### config.mk
export PLATFORM = sky130hd
export DESIGN_NAME = tx_seq_ctrl
export DESIGN_NICKNAME = d
export VERILOG_FILES = /design/src/rtl/tx_seq_pkg.sv /design/src/rtl/tick_prescaler.sv /design/src/rtl/hold_timer.sv /design/src/rtl/tx_seq_ctrl.sv
export SDC_FILE = /design/constraint.sdc
export NUM_CORES = 1
export LEC_CHECK = 0
export ABC_AREA = 1
export BUFFER_PORTS_ARGS = -buffer_cell sky130_fd_sc_hd__buf_2
export CAP_MARGIN = 20
export CELL_PAD_IN_SITES_DETAIL_PLACEMENT = 1
export CELL_PAD_IN_SITES_GLOBAL_PLACEMENT = 2
export CORE_UTILIZATION = 33
export DETAILED_ROUTE_END_ITERATION = 6
export PLACE_DENSITY_LB_ADDON = 0.25
export SLEW_MARGIN = 10
export SYNTH_ARGS = -nofsm -noshare
export SYNTH_HDL_FRONTEND = slang
export SYNTH_SLANG_ARGS = --single-unit
export TNS_END_PERCENT = 1
### constraint.sdc
create_clock -name clk -period 3.5 [get_ports clk]
set_input_delay 0.175 -clock clk [delete_from_list [all_inputs] [get_ports clk]]
set_output_delay 0.175 -clock clk [all_outputs]
set_load 0.01 [all_outputs]
### src/rtl/tx_seq_pkg.sv
// Shared types for the transmit sequencer.
package tx_seq_pkg;
    typedef enum logic [1:0] {
        PH_IDLE   = 2'd0,
        PH_WAIT   = 2'd1,
        PH_ACTIVE = 2'd2,
        PH_POST   = 2'd3
    } seq_phase_e;
endpackage

### src/rtl/tick_prescaler.sv
// Divide-by-DIV tick generator shared by every delay timer.
// Assumes: DIV >= 2. A realign request restarts the count so that the
// first tick comes DIV cycles after the realign edge.
module tick_prescaler #(
    parameter int DIV = 4
) (
    input  logic clk,
    input  logic rst_n,
    input  logic clr,
    input  logic realign,
    output logic tick
);
    localparam int CW = (DIV > 2) ? $clog2(DIV) : 1;

    logic [CW-1:0] cnt;

    assign tick = (cnt == CW'(DIV - 1));

    // Free-running phase counter, restarted on realign or clear.
    always_ff @(posedge clk) begin
        if (!rst_n || clr || realign) cnt <= '0;
        else if (tick)                cnt <= '0;
        else                          cnt <= cnt + 1'b1;
    end

    AST_TICK_GAP: assert property (@(posedge clk) disable iff (!rst_n)
        tick |=> !tick);
endmodule

### src/rtl/hold_timer.sv
// One-shot tick counter: fires when DLY ticks have passed since arm.
// Assumes: dly is held stable while the timer is busy. A zero delay fires
// in the arm cycle itself (combinational fire output).
module hold_timer #(
    parameter int W = 10
) (
    input  logic         clk,
    input  logic         rst_n,
    input  logic         clr,
    input  logic         arm,
    input  logic         tick,
    input  logic [W-1:0] dly,
    output logic         fire
);
    logic         busy;
    logic [W-1:0] cnt;
    logic [W:0]   next_cnt;
    logic         reached;

    assign next_cnt = {1'b0, cnt} + 1'b1;
    assign reached  = (next_cnt >= {1'b0, dly});
    assign fire     = arm ? (dly == '0) : (busy && tick && reached);

    // Tick count, armed by the owner and stopped on expiry.
    always_ff @(posedge clk) begin
        if (!rst_n || clr) begin
            busy <= 1'b0;
            cnt  <= '0;
        end else if (arm) begin
            busy <= (dly != '0);
            cnt  <= '0;
        end else if (busy && tick) begin
            if (reached) busy <= 1'b0;
            else         cnt  <= next_cnt[W-1:0];
        end
    end

    AST_FIRE_ONCE: assert property (@(posedge clk) disable iff (!rst_n || clr)
        (fire && !arm) |=> !busy);
endmodule

### src/rtl/tx_seq_ctrl.sv
// Transmit start and post-transmit timing controller.
// Picks the start source, applies the programmed start delay, and after the
// last output sample runs three hold timers (end pulse, receive-invalid,
// transmit-enable). Assumes: configuration stays stable during a transmission;
// last_sample is a single-cycle pulse from the pipeline.
module tx_seq_ctrl
    import tx_seq_pkg::*;
#(
    parameter int START_W  = 14,
    parameter int POST_W   = 10,
    parameter int TICK_DIV = 4
) (
    input  logic               clk,
    input  logic               rst_n,
    input  logic               cfg_start_sel,
    input  logic [START_W-1:0] cfg_start_dly,
    input  logic [POST_W-1:0]  cfg_end_dly,
    input  logic [POST_W-1:0]  cfg_inval_dly,
    input  logic [POST_W-1:0]  cfg_txen_dly,
    input  logic               cfg_rxen_opt,
    input  logic               cfg_pipe_rst,
    input  logic               sw_start,
    input  logic               direct_start_i,
    input  logic               mac_start_req,
    input  logic               last_sample,
    output logic               pipe_start,
    output logic               tx_end_ind,
    output logic               rx_sigs_invalid,
    output logic               usr_txen,
    output logic               tx_running,
    output logic               rx_en
);
    localparam int NPOST   = 3;
    localparam int IDX_END = 0;
    localparam int IDX_INV = 1;
    localparam int IDX_TXE = 2;

    seq_phase_e                    phase;
    logic                          tick;
    logic                          idle;
    logic                          imm_start;
    logic                          start_arm;
    logic                          start_fire;
    logic                          go;
    logic                          post_arm;
    logic                          all_done;
    logic [NPOST-1:0]              post_fire;
    logic [NPOST-1:0]              post_done;
    logic [NPOST-1:0][POST_W-1:0]  post_dly;
    logic                          pipe_start_q;
    logic                          end_q;
    logic                          inval_q;
    logic                          txen_q;

    assign idle      = (phase == PH_IDLE);
    assign imm_start = idle && (sw_start || (!cfg_start_sel && direct_start_i));
    assign start_arm = idle && !imm_start && cfg_start_sel && mac_start_req;
    assign go        = imm_start || start_fire;
    assign post_arm  = (phase == PH_ACTIVE) && last_sample;
    assign all_done  = &(post_done | post_fire);

    assign post_dly[IDX_END] = cfg_end_dly;
    assign post_dly[IDX_INV] = cfg_inval_dly;
    assign post_dly[IDX_TXE] = cfg_txen_dly;

    tick_prescaler #(.DIV(TICK_DIV)) u_presc (
        .clk     (clk),
        .rst_n   (rst_n),
        .clr     (cfg_pipe_rst),
        .realign (start_arm || post_arm),
        .tick    (tick)
    );

    hold_timer #(.W(START_W)) u_start_tmr (
        .clk   (clk),
        .rst_n (rst_n),
        .clr   (cfg_pipe_rst),
        .arm   (start_arm),
        .tick  (tick),
        .dly   (cfg_start_dly),
        .fire  (start_fire)
    );

    for (genvar i = 0; i < NPOST; i++) begin : g_post
        hold_timer #(.W(POST_W)) u_post_tmr (
            .clk   (clk),
            .rst_n (rst_n),
            .clr   (cfg_pipe_rst),
            .arm   (post_arm),
            .tick  (tick),
            .dly   (post_dly[i]),
            .fire  (post_fire[i])
        );
    end

    // Sequencing phase: idle, start delay, active, post-transmit extension.
    always_ff @(posedge clk) begin
        if (!rst_n || cfg_pipe_rst) begin
            phase <= PH_IDLE;
        end else begin
            case (phase)
                PH_IDLE:   if (go)             phase <= PH_ACTIVE;
                           else if (start_arm) phase <= PH_WAIT;
                PH_WAIT:   if (start_fire)     phase <= PH_ACTIVE;
                PH_ACTIVE: if (last_sample)    phase <= all_done ? PH_IDLE : PH_POST;
                PH_POST:   if (all_done)       phase <= PH_IDLE;
                default:                       phase <= PH_IDLE;
            endcase
        end
    end

    // Record which post-transmit timers have already expired.
    always_ff @(posedge clk) begin
        if (!rst_n || cfg_pipe_rst)  post_done <= '0;
        else if (post_arm)           post_done <= post_fire;
        else if (phase == PH_POST)   post_done <= post_done | post_fire;
        else                         post_done <= '0;
    end

    // Registered start and end pulses.
    always_ff @(posedge clk) begin
        if (!rst_n || cfg_pipe_rst) begin
            pipe_start_q <= 1'b0;
            end_q        <= 1'b0;
        end else begin
            pipe_start_q <= go;
            end_q        <= post_fire[IDX_END];
        end
    end

    // Hold levels: set at pipeline start, released by their own timers.
    always_ff @(posedge clk) begin
        if (!rst_n || cfg_pipe_rst) begin
            inval_q <= 1'b0;
            txen_q  <= 1'b0;
        end else begin
            if (go)                      inval_q <= 1'b1;
            else if (post_fire[IDX_INV]) inval_q <= 1'b0;
            if (go)                      txen_q  <= 1'b1;
            else if (post_fire[IDX_TXE]) txen_q  <= 1'b0;
        end
    end

    assign pipe_start      = pipe_start_q;
    assign tx_end_ind      = end_q;
    assign rx_sigs_invalid = inval_q;
    assign usr_txen        = txen_q;
    assign tx_running      = !idle;
    assign rx_en           = cfg_rxen_opt && !tx_running;

    AST_END_ONE_CYCLE: assert property (@(posedge clk) disable iff (!rst_n)
        tx_end_ind |=> !tx_end_ind);
    AST_LEVELS_NEED_RUN: assert property (@(posedge clk) disable iff (!rst_n)
        (rx_sigs_invalid || usr_txen) |-> tx_running);
    AST_START_PULSE: assert property (@(posedge clk) disable iff (!rst_n)
        pipe_start |=> !pipe_start);
    AST_POST_NO_RESTART: assert property (@(posedge clk) disable iff (!rst_n)
        (phase == PH_POST) |=> (phase == PH_POST || phase == PH_IDLE));
    AST_PIPE_RST_CLEARS: assert property (@(posedge clk) disable iff (!rst_n)
        cfg_pipe_rst |=> (!tx_running && !rx_sigs_invalid && !usr_txen));
endmodule

== Yosys cells after proc, flatten, opt, wreduce, memory -nomap -nowiden ==
Index checks and enable logic that the tools add are counted.
Widths: inputs -> output; s select.

* $add $sub $neg: 5
* Order comparisons: 4
* Equality and inequality tests: 8
* Multiplexer cells: 29
* Bitwise operators: 5
* Reductions and logical operators: 56

{| class="wikitable"
|+ Operators by type and width
! kind !! number
|-
| $add 10x1->11 const B || 3
|-
| $ge 11x10->1 || 3
|-
| $logic_not 10->1 || 3
|-
| $reduce_bool 10->1 || 3
|-
| $mux 1 || 20
|-
| $reduce_bool 2->1 || 10
|-
| $reduce_and 2->1 || 8
|-
| $add 14x1->15 const B || 1
|-
| $ge 15x14->1 || 1
|-
| $logic_and 1x1->1 || 15
|-
| $logic_not 14->1 || 1
|-
| $reduce_bool 14->1 || 1
|-
| $mux 2 || 6
|-
| $pmux 2 s4 || 1
|-
| $eq 2x2->1 const B || 3
|-
| $mux 3 || 2
|-
| $ne 2x2->1 const B || 3
|-
| $reduce_or 2->1 || 3
|-
| $logic_or 1x1->1 || 5
|-
| $logic_not 1->1 || 4
|-
| $not 1->1 || 4
|-
| $reduce_and 4->1 || 1
|-
| $ne 3x1->1 const B || 1
|-
| $or 3x3->3 || 1
|-
| other kinds (4) || 4
|}

* Flip-flop bits (word level): 59
* Input port bits: 53
* Output and inout port bits: 6
* Logic and storage cells: 122

== Depth between registers and ports, before layout ==
Gate-level depths: netlist of the first run.

* Depth in word-level cells: 12
* Mapped depth: 24
* Mapped depth without buffers: 24

== Cells and area by module ==
A second synthesis of the first run with hierarchy kept.

* Cell total of the unflattened synthesis: 782
* Area total of the unflattened synthesis: 4914.7 um^2

{| class="wikitable"
|+ By module, submodules not included
! module !! times used !! cells an instance !! area an instance (um^2) !! seq. area each (um^2)
|-
| hold_timer (g_post[0].u_post_tmr ...) || 3 || 155 || 970.9 || 220.2
|-
| hold_timer (u_start_tmr) || 1 || 234 || 1446.4 || 300.3
|-
| tx_seq_ctrl || 1 || 73 || 476.7 || 180.2
|-
| tick_prescaler || 1 || 10 || 78.8 || 40.0
|}

== Worst setup path after synthesis of the first run ==
OpenSTA, ideal clock, no wires.

* Kind: reg2reg
* Start: register u_start_tmr.cnt[0]
* End: register u_start_tmr.cnt[9]
* Library setup time: 0.118 ns
* Data arrival time: 2.452 ns
* Slack: 0.931 ns
* Cell stages (with the launch flop): 17
* Buffers on the path: 1
* Period minus slack after synthesis: 2.569 ns
* Cell sequence: dfxtp_1 > ha_1 > nand3_4 > nor2_4 > nand2_1 > nor2_1 > xor2_1 > ha_1 > nand2_1 > inv_1 > o21ai_0 > nand3b_2 > nor2_4 > nand4_4 > buf_6 > o21ai_1 > a21oi_2

* Cells in the longest elaborated chain, start to end: 4

{| class="wikitable"
|+ Ends and longest elaborated chain
! what !! line !! text
|-
| from (decl) || hold_timer.sv:16 || <nowiki>logic [W-1:0] cnt;</nowiki>
|-
| from (signal assigned) || hold_timer.sv:34 || <nowiki>else cnt <= next_cnt[W-1:0];</nowiki>
|-
| $add 14x1->15 || hold_timer.sv:20 || <nowiki>assign next_cnt = {1'b0, cnt} + 1'b1;</nowiki>
|-
| via u_start_tmr.next_cnt[12] || hold_timer.sv:17 || <nowiki>logic [W:0] next_cnt;</nowiki>
|-
| $ge 15x14->1 || hold_timer.sv:21 || <nowiki>assign reached = (next_cnt >= {1'b0, dly});</nowiki>
|-
| $not 1->1 (no line) || - ||
|-
| $reduce_and 2->1 (no line) || - ||
|}

The timed path passes the listed nets, and every way through them passes these cells.
A chain may end at the register's enable or synchronous reset.

== Worst setup path in the final report of the first run ==
* Start: register u_start_tmr.cnt[0]
* End: register u_start_tmr.cnt[1]

The elaborated chain is that of the path after synthesis.

==> results of run 1 <==
kinds of logic (layout without fill, tap and decap cells):
family | Yosys count | in the layout | share of synthesized area [%]
xor gates and xnor gates | 33 | 33 | 6.380
buffers and inverters | 142 | 207 | 12.34
and+or+nand+nor | 255 | 255 | 27.40
AOI/OAI and AO/OA | 113 | 113 | 14.28
DFF | 59 | 59 | 26.07
adders and majority gates | 49 | 49 | 13.53
sequential cells by signal (all words and copies together) (netlist names):
name                    flops
u_start_tmr.cnt            14
g_post.u_post_tmr.busy      3
u_start_tmr.busy            1
post_done                   3
tx_end_ind                  1
pipe_start                  1
g_post.u_post_tmr.cnt      30
phase                       2
usr_txen                    1
u_presc.cnt                 2
rx_sigs_invalid             1
final timing paths:
path,slack [ns],cells after the start,startpoint,end
max,0.36,15,u_start_tmr.cnt[0]$_SDFFE_PP0P_,u_start_tmr.cnt[1]$_SDFFE_PP0P_
min,0.18,4,cfg_pipe_rst,phase[1]$_SDFFE_PP0P_
max reg2reg,0.36,15,u_start_tmr.cnt[0]$_SDFFE_PP0P_,u_start_tmr.cnt[1]$_SDFFE_PP0P_
min reg2reg,0.43,1,u_presc.cnt[0]$_SDFF_PP0_,u_presc.cnt[0]$_SDFF_PP0_
metal layers:
| metal | GRT usage (%) | vias up | share of wire, % |
|---|---|---|---|
| met4 | 5.222 | 0 | 1.1 |
| li1 | - | 2194 | - |
| met2 | 30.20 | 53 | 47 |
| met5 | 0 | - | 0 |
| met3 | 3.784 | 11 | 2.7 |
| met1 | 22.89 | 1961 | 49 |
power by group:
group          total (mW)  switching [mW]  internal (mW)
logic               0.221           0.134         0.0868
registers           0.694          0.0104          0.683
clock network       0.775           0.310          0.465
total                1.69           0.455           1.24
worst max-delay path: cells and delay by family, from the launching register on:
family / cells / cell delay, ns
fa+ha+maj: 2 / 0.53
compound gates: 3 / 0.61
xor+xnor: 1 / 0.21
simple gates: 8 / 1.28
flops: 1 / 0.35
buf+inv: 1 / 0.03
placed cells by master (no fill, tap or decap), types with 10 or more instances in the layout:
| master | count |
|---|---|
| a21oi_2 | 10 |
| o21ai_0 | 31 |
| inv_1 | 124 |
| nor2_1 | 65 |
| o21ai_1 | 15 |
| nand2_1 | 115 |
| a21oi_1 | 45 |
| ha_1 | 49 |
| dfxtp_1 | 59 |
| xor2_1 | 30 |
| buf_2 | 58 |
| nand3_1 | 26 |
cell type report:
cell class	count	area, um2
well taps	176	220.2
repair buffers	60	305.3
inverters	133	501.7
clock buffers	10	229.0
clock inverters	4	20.02
fillers	1730	8048
multi-input cells	450	2790
flip-flops and latches	59	1181
per-stage QoR:
step                      setup slack, ns  total power [mW]
after floorplan                    0.9307            0.8513
after global placement             0.4861            0.9241
after detailed placement           0.3349            0.9323
after CTS                          0.3144             1.722
after global routing              0.07797             1.785
final                              0.3573             1.690
==> results.ini, run 1 <==
[status]
run_status=complete, no violations

[clock_network]
cts.sinks=59
hold_buffers=0
cts_buffers=9
clockRootBuffer=clkbuf_16
ctsResizeCount=0
postCtsSetupBuffers=0
cts_tree=built
cts_max_path_buffers=2
htree_levels=3
clkTransAtPathRegs_ns=0.05
clkLatencyLatePin_ns=0.33

[place]
dp_hpwl_mm=9.664
placed_cells_incl_taps=878
placed_area_um2=4999
gp_congestion=0.7709
portBuffers=58

[logic_synthesis]
avgSynthCellArea_um2=6.959
syn-num-nets=753
ys_warn_count=0
yosysTopAreaCell=dfxtp_1
yosysMostFrequentCell=inv_1
syn-cell-area_um2=4531
async_flop_share_pct=0
synth-edff-count=0
synthTopCellsByCount=124 x inv_1, 115 x nand2_1, 65 x nor2_1
ys_seq_elements=59
synth_top_area_share_pct=26.07
ys_seq_area_share_pct=26.07
synth.area.top_cells=dfxtp_1 26%, ha_1 14%, inv_1 10%
yosysUniqueCellTypes=43
synth_cells=651
synth_flop_cell=dfxtp_1

[timing]
report.final.hold_viol_count=0
min_period_ns=3.143
max_freq_mhz=318.2
fin_tns_setup_ns=0
maxSlewHeadroom_pct=38.15
finClkSkew_ns=0.006937
worstMarginPinSlew_ns=0.9243
setup_viol=0
period_share_pct=89.79
rsz0062_at_grt=no
whs_ns=0.1798
slew_violations=0

[routing]
first_iter_violations=109
drt_wl_total_mm=11.69
num_vias=4219
drc_errors=0
dr.pass1.iters=4
vias_per_cell=4.730
avgRoutedWirePerCell_um=13.10
antenna_left=0

[grt]
grt_antenna_before_repair=0
grt_pass1_wl_mm=20.07
track_usage_pct=17.94
grt_overflow=0
grt_max_degree=29
grt_pass1_vias=4283

[floorplan]
pin_count=59
start_util_pct=34.08
die-area_um2=14200
fp-row-count=42
fp.dieW_um=119.2
fp.coreArea_um2=13300
chipHeight_um=119.2

[layout]
area_delta_synth_final_pct=15.82
drive_above_1_share_pct=17.46
diodes=0
design_area_um2=5248
final_core_util_pct=39.47
final_nets=815
instances_no_fill=892

[worst_setup_path]
end_kind=flip-flop
critical_path_class=reg2reg
max_stage_delay_ns=0.41
cp_data_arrival_time_ns=3.34
cp_cell_sequence=ha_1, nand3_4, nor2_4, nand2_1, nor2_1, xor2_1, ha_1, nand2_1, inv_1, o21ai_0, nand3b_2, nor2_4, nand4_4, o21ai_0, a21oi_1
cp.required_ns=3.70
cp-start-kind=flip-flop
cpMaxStageDelayCell=nand4_4
crit_fanout=28

[hold_path]
holdCritPathClass=in2reg

[pwr]
peakVddDrop_mv=0.2222
powerDensity_nw_per_um2=322.0
p_leak_nw=2.677

[run]
drv_cap=0

Power figures use the tool's default switching activity.
==> run 2, diff against run 1 <==
Settings changed: CORE_MARGIN set to 3, PLACE_DENSITY set to 0.92, PLACE_DENSITY_LB_ADDON 0.25 to unset.
==> run 2 against run 1 <==
- wire length is 2.8% lower
- hold slack hardly changed
- flip-flop and latch count unchanged
- critical path depth unchanged
- via count grew 0.57%
- clock skew is 0.00060 ns higher
- die area grew 6.8%
- register-to-register slack barely moved
- fmax about the same
- non-clock buffer count unchanged
==> results.ini, run 2 (synthesis gave the netlist of run 1 again) <==
[status]
run_status=complete, no violations

[grt]
grt_overflow=0
grt_pass1_wl_mm=19.78
track_usage_pct=15.94
grt_max_degree=29
grt_pass1_vias=4437
grt_antenna_before_repair=0

[worst_setup_path]
cp_data_arrival_time_ns=3.34
ff2ff_setup_slack_ns=0.36
r2r_cells=15
cp.required_ns=3.70
critical_path_class=reg2reg
end_kind=flip-flop
crit_fanout=28
cp-start-kind=flip-flop

[hold_path]
worstHoldPathCells=4
holdCritPathClass=in2reg

[pwr]
peakVddDrop_mv=0.1640
p_leak_nw=2.686
powerDensity_nw_per_um2=327.2

[layout]
fillCellCount=1757
diodes=0
layout_common_cells=124 x inv_1, 115 x nand2_1, 65 x nor2_1
final_nets=815
regMostFlops=g_post.u_post_tmr.cnt
final_core_util_pct=39.50
top_regs=g_post.u_post_tmr.cnt: 30 flops, u_start_tmr.cnt: 14 flops
largest_reg_flops=30
final_common_cell=inv_1
drive_above_1_share_pct=17.41
area_delta_synth_final_pct=16.38
instances_no_fill=894

[timing]
setup_slack_ns=0.3566
finClkSkew_ns=0.007538
fin_tns_setup_ns=0
setup_viol=0
max_freq_mhz=318.1
report.final.hold_viol_count=0
worstMarginPinSlew_ns=0.9288
period_share_pct=89.81
min_period_ns=3.143
maxSlewHeadroom_pct=37.85
slew_violations=0
rsz0062_at_grt=no

[clock_network]
cts_max_path_buffers=2
clkLatencyLatePin_ns=0.32
htree_levels=3
cts_tree=built
hold_buffers=0
cts.sinks=59
clkTransAtPathRegs_ns=0.05
cts_buffers=9
clockRootBuffer=clkbuf_16
ctsResizeCount=0
postCtsSetupBuffers=0

[floorplan]
chipHeight_um=123.2
fp.dieW_um=123.2
pin_count=59
start_util_pct=33.94
die-area_um2=15170
fp-row-count=42
fp.coreArea_um2=13350

[routing]
drc_errors=0
vias_per_cell=4.746
first_iter_violations=144
antenna_left=0
drt_wl_total_mm=11.36
dr.pass1.iters=4
num_vias=4243
avgRoutedWirePerCell_um=12.71

[place]
dp_slack_ns=0.3373
dp_hpwl_mm=9.434
gp_congestion=0.8061
portBuffers=58
placed_cells_incl_taps=878

[run]
drv_cap=0

[run 2: cell types whose count changed in the layout (fill, tap and decap cells not counted), sizes merged]
cell    delta
clkbuf     +4
clkinv     -2
[run 2: routing by layer]
metal | vias to the layer above | track usage (%) | part of all wire (%)
met5 | - | 0 | 0
met4 | 0 | 4.983 | 1.4
met3 | 12 | 2.013 | 1.9
met2 | 46 | 28.58 | 51
met1 | 1987 | 19.79 | 45
li1 | 2198 | - | -
[run 2: per-stage QoR]
stage	total power [mW]	hold WS (ns)	area, um2
after floorplan	0.8513	0.3345	4531
after global placement	0.9193	0.4050	4999
after detailed placement	0.9311	0.4405	4999
after CTS	1.749	0.1800	5273
after global routing	1.808	0.1922	5273
final	1.725	0.1799	5273
[run 2: worst max-delay path, stage by stage, from the launching register on]
cell and delay [ns]:
dfxtp_1 0.35, ha_1 0.24, nand3_4 0.11, nor2_4 0.13, nand2_1 0.10, nor2_1 0.12, xor2_1 0.22, ha_1 0.28
nand2_1 0.08, inv_1 0.03, o21ai_0 0.21, nand3b_2 0.14, nor2_4 0.18, nand4_4 0.40, o21ai_0 0.34, a21oi_1 0.06
[run 2: area by class of cell]
type | instances | area [um2] | share of cell area (%)
Clock buffer | 14 | 264.0 | 5.007
Clock inverter | 2 | 10.01 | 0.1898
Inverter | 133 | 501.7 | 9.516
Multi-Input combinational cell | 450 | 2790 | 52.92
Sequential cell | 59 | 1181 | 22.40
Tap cell | 176 | 220.2 | 4.177
Timing Repair Buffer | 60 | 305.3 | 5.790
[run 2: power breakdown]
| part | leakage [nW] | total, mW | switching (mW) | internal [mW] |
|---|---|---|---|---|
| clock network | 0.137 | 0.812 | 0.297 | 0.515 |
| logic | 2.07 | 0.220 | 0.133 | 0.0871 |
| registers | 0.476 | 0.693 | 0.00934 | 0.683 |
[run 2: worst paths after layout]
| check | startpoint | endpoint |
|---|---|---|
| max | u_start_tmr.cnt[0]$_SDFFE_PP0P_ | u_start_tmr.cnt[2]$_SDFFE_PP0P_ |
| min | cfg_pipe_rst | phase[1]$_SDFFE_PP0P_ |
| max reg2reg | u_start_tmr.cnt[0]$_SDFFE_PP0P_ | u_start_tmr.cnt[2]$_SDFFE_PP0P_ |
| min reg2reg | u_presc.cnt[0]$_SDFF_PP0_ | u_presc.cnt[0]$_SDFF_PP0_ |
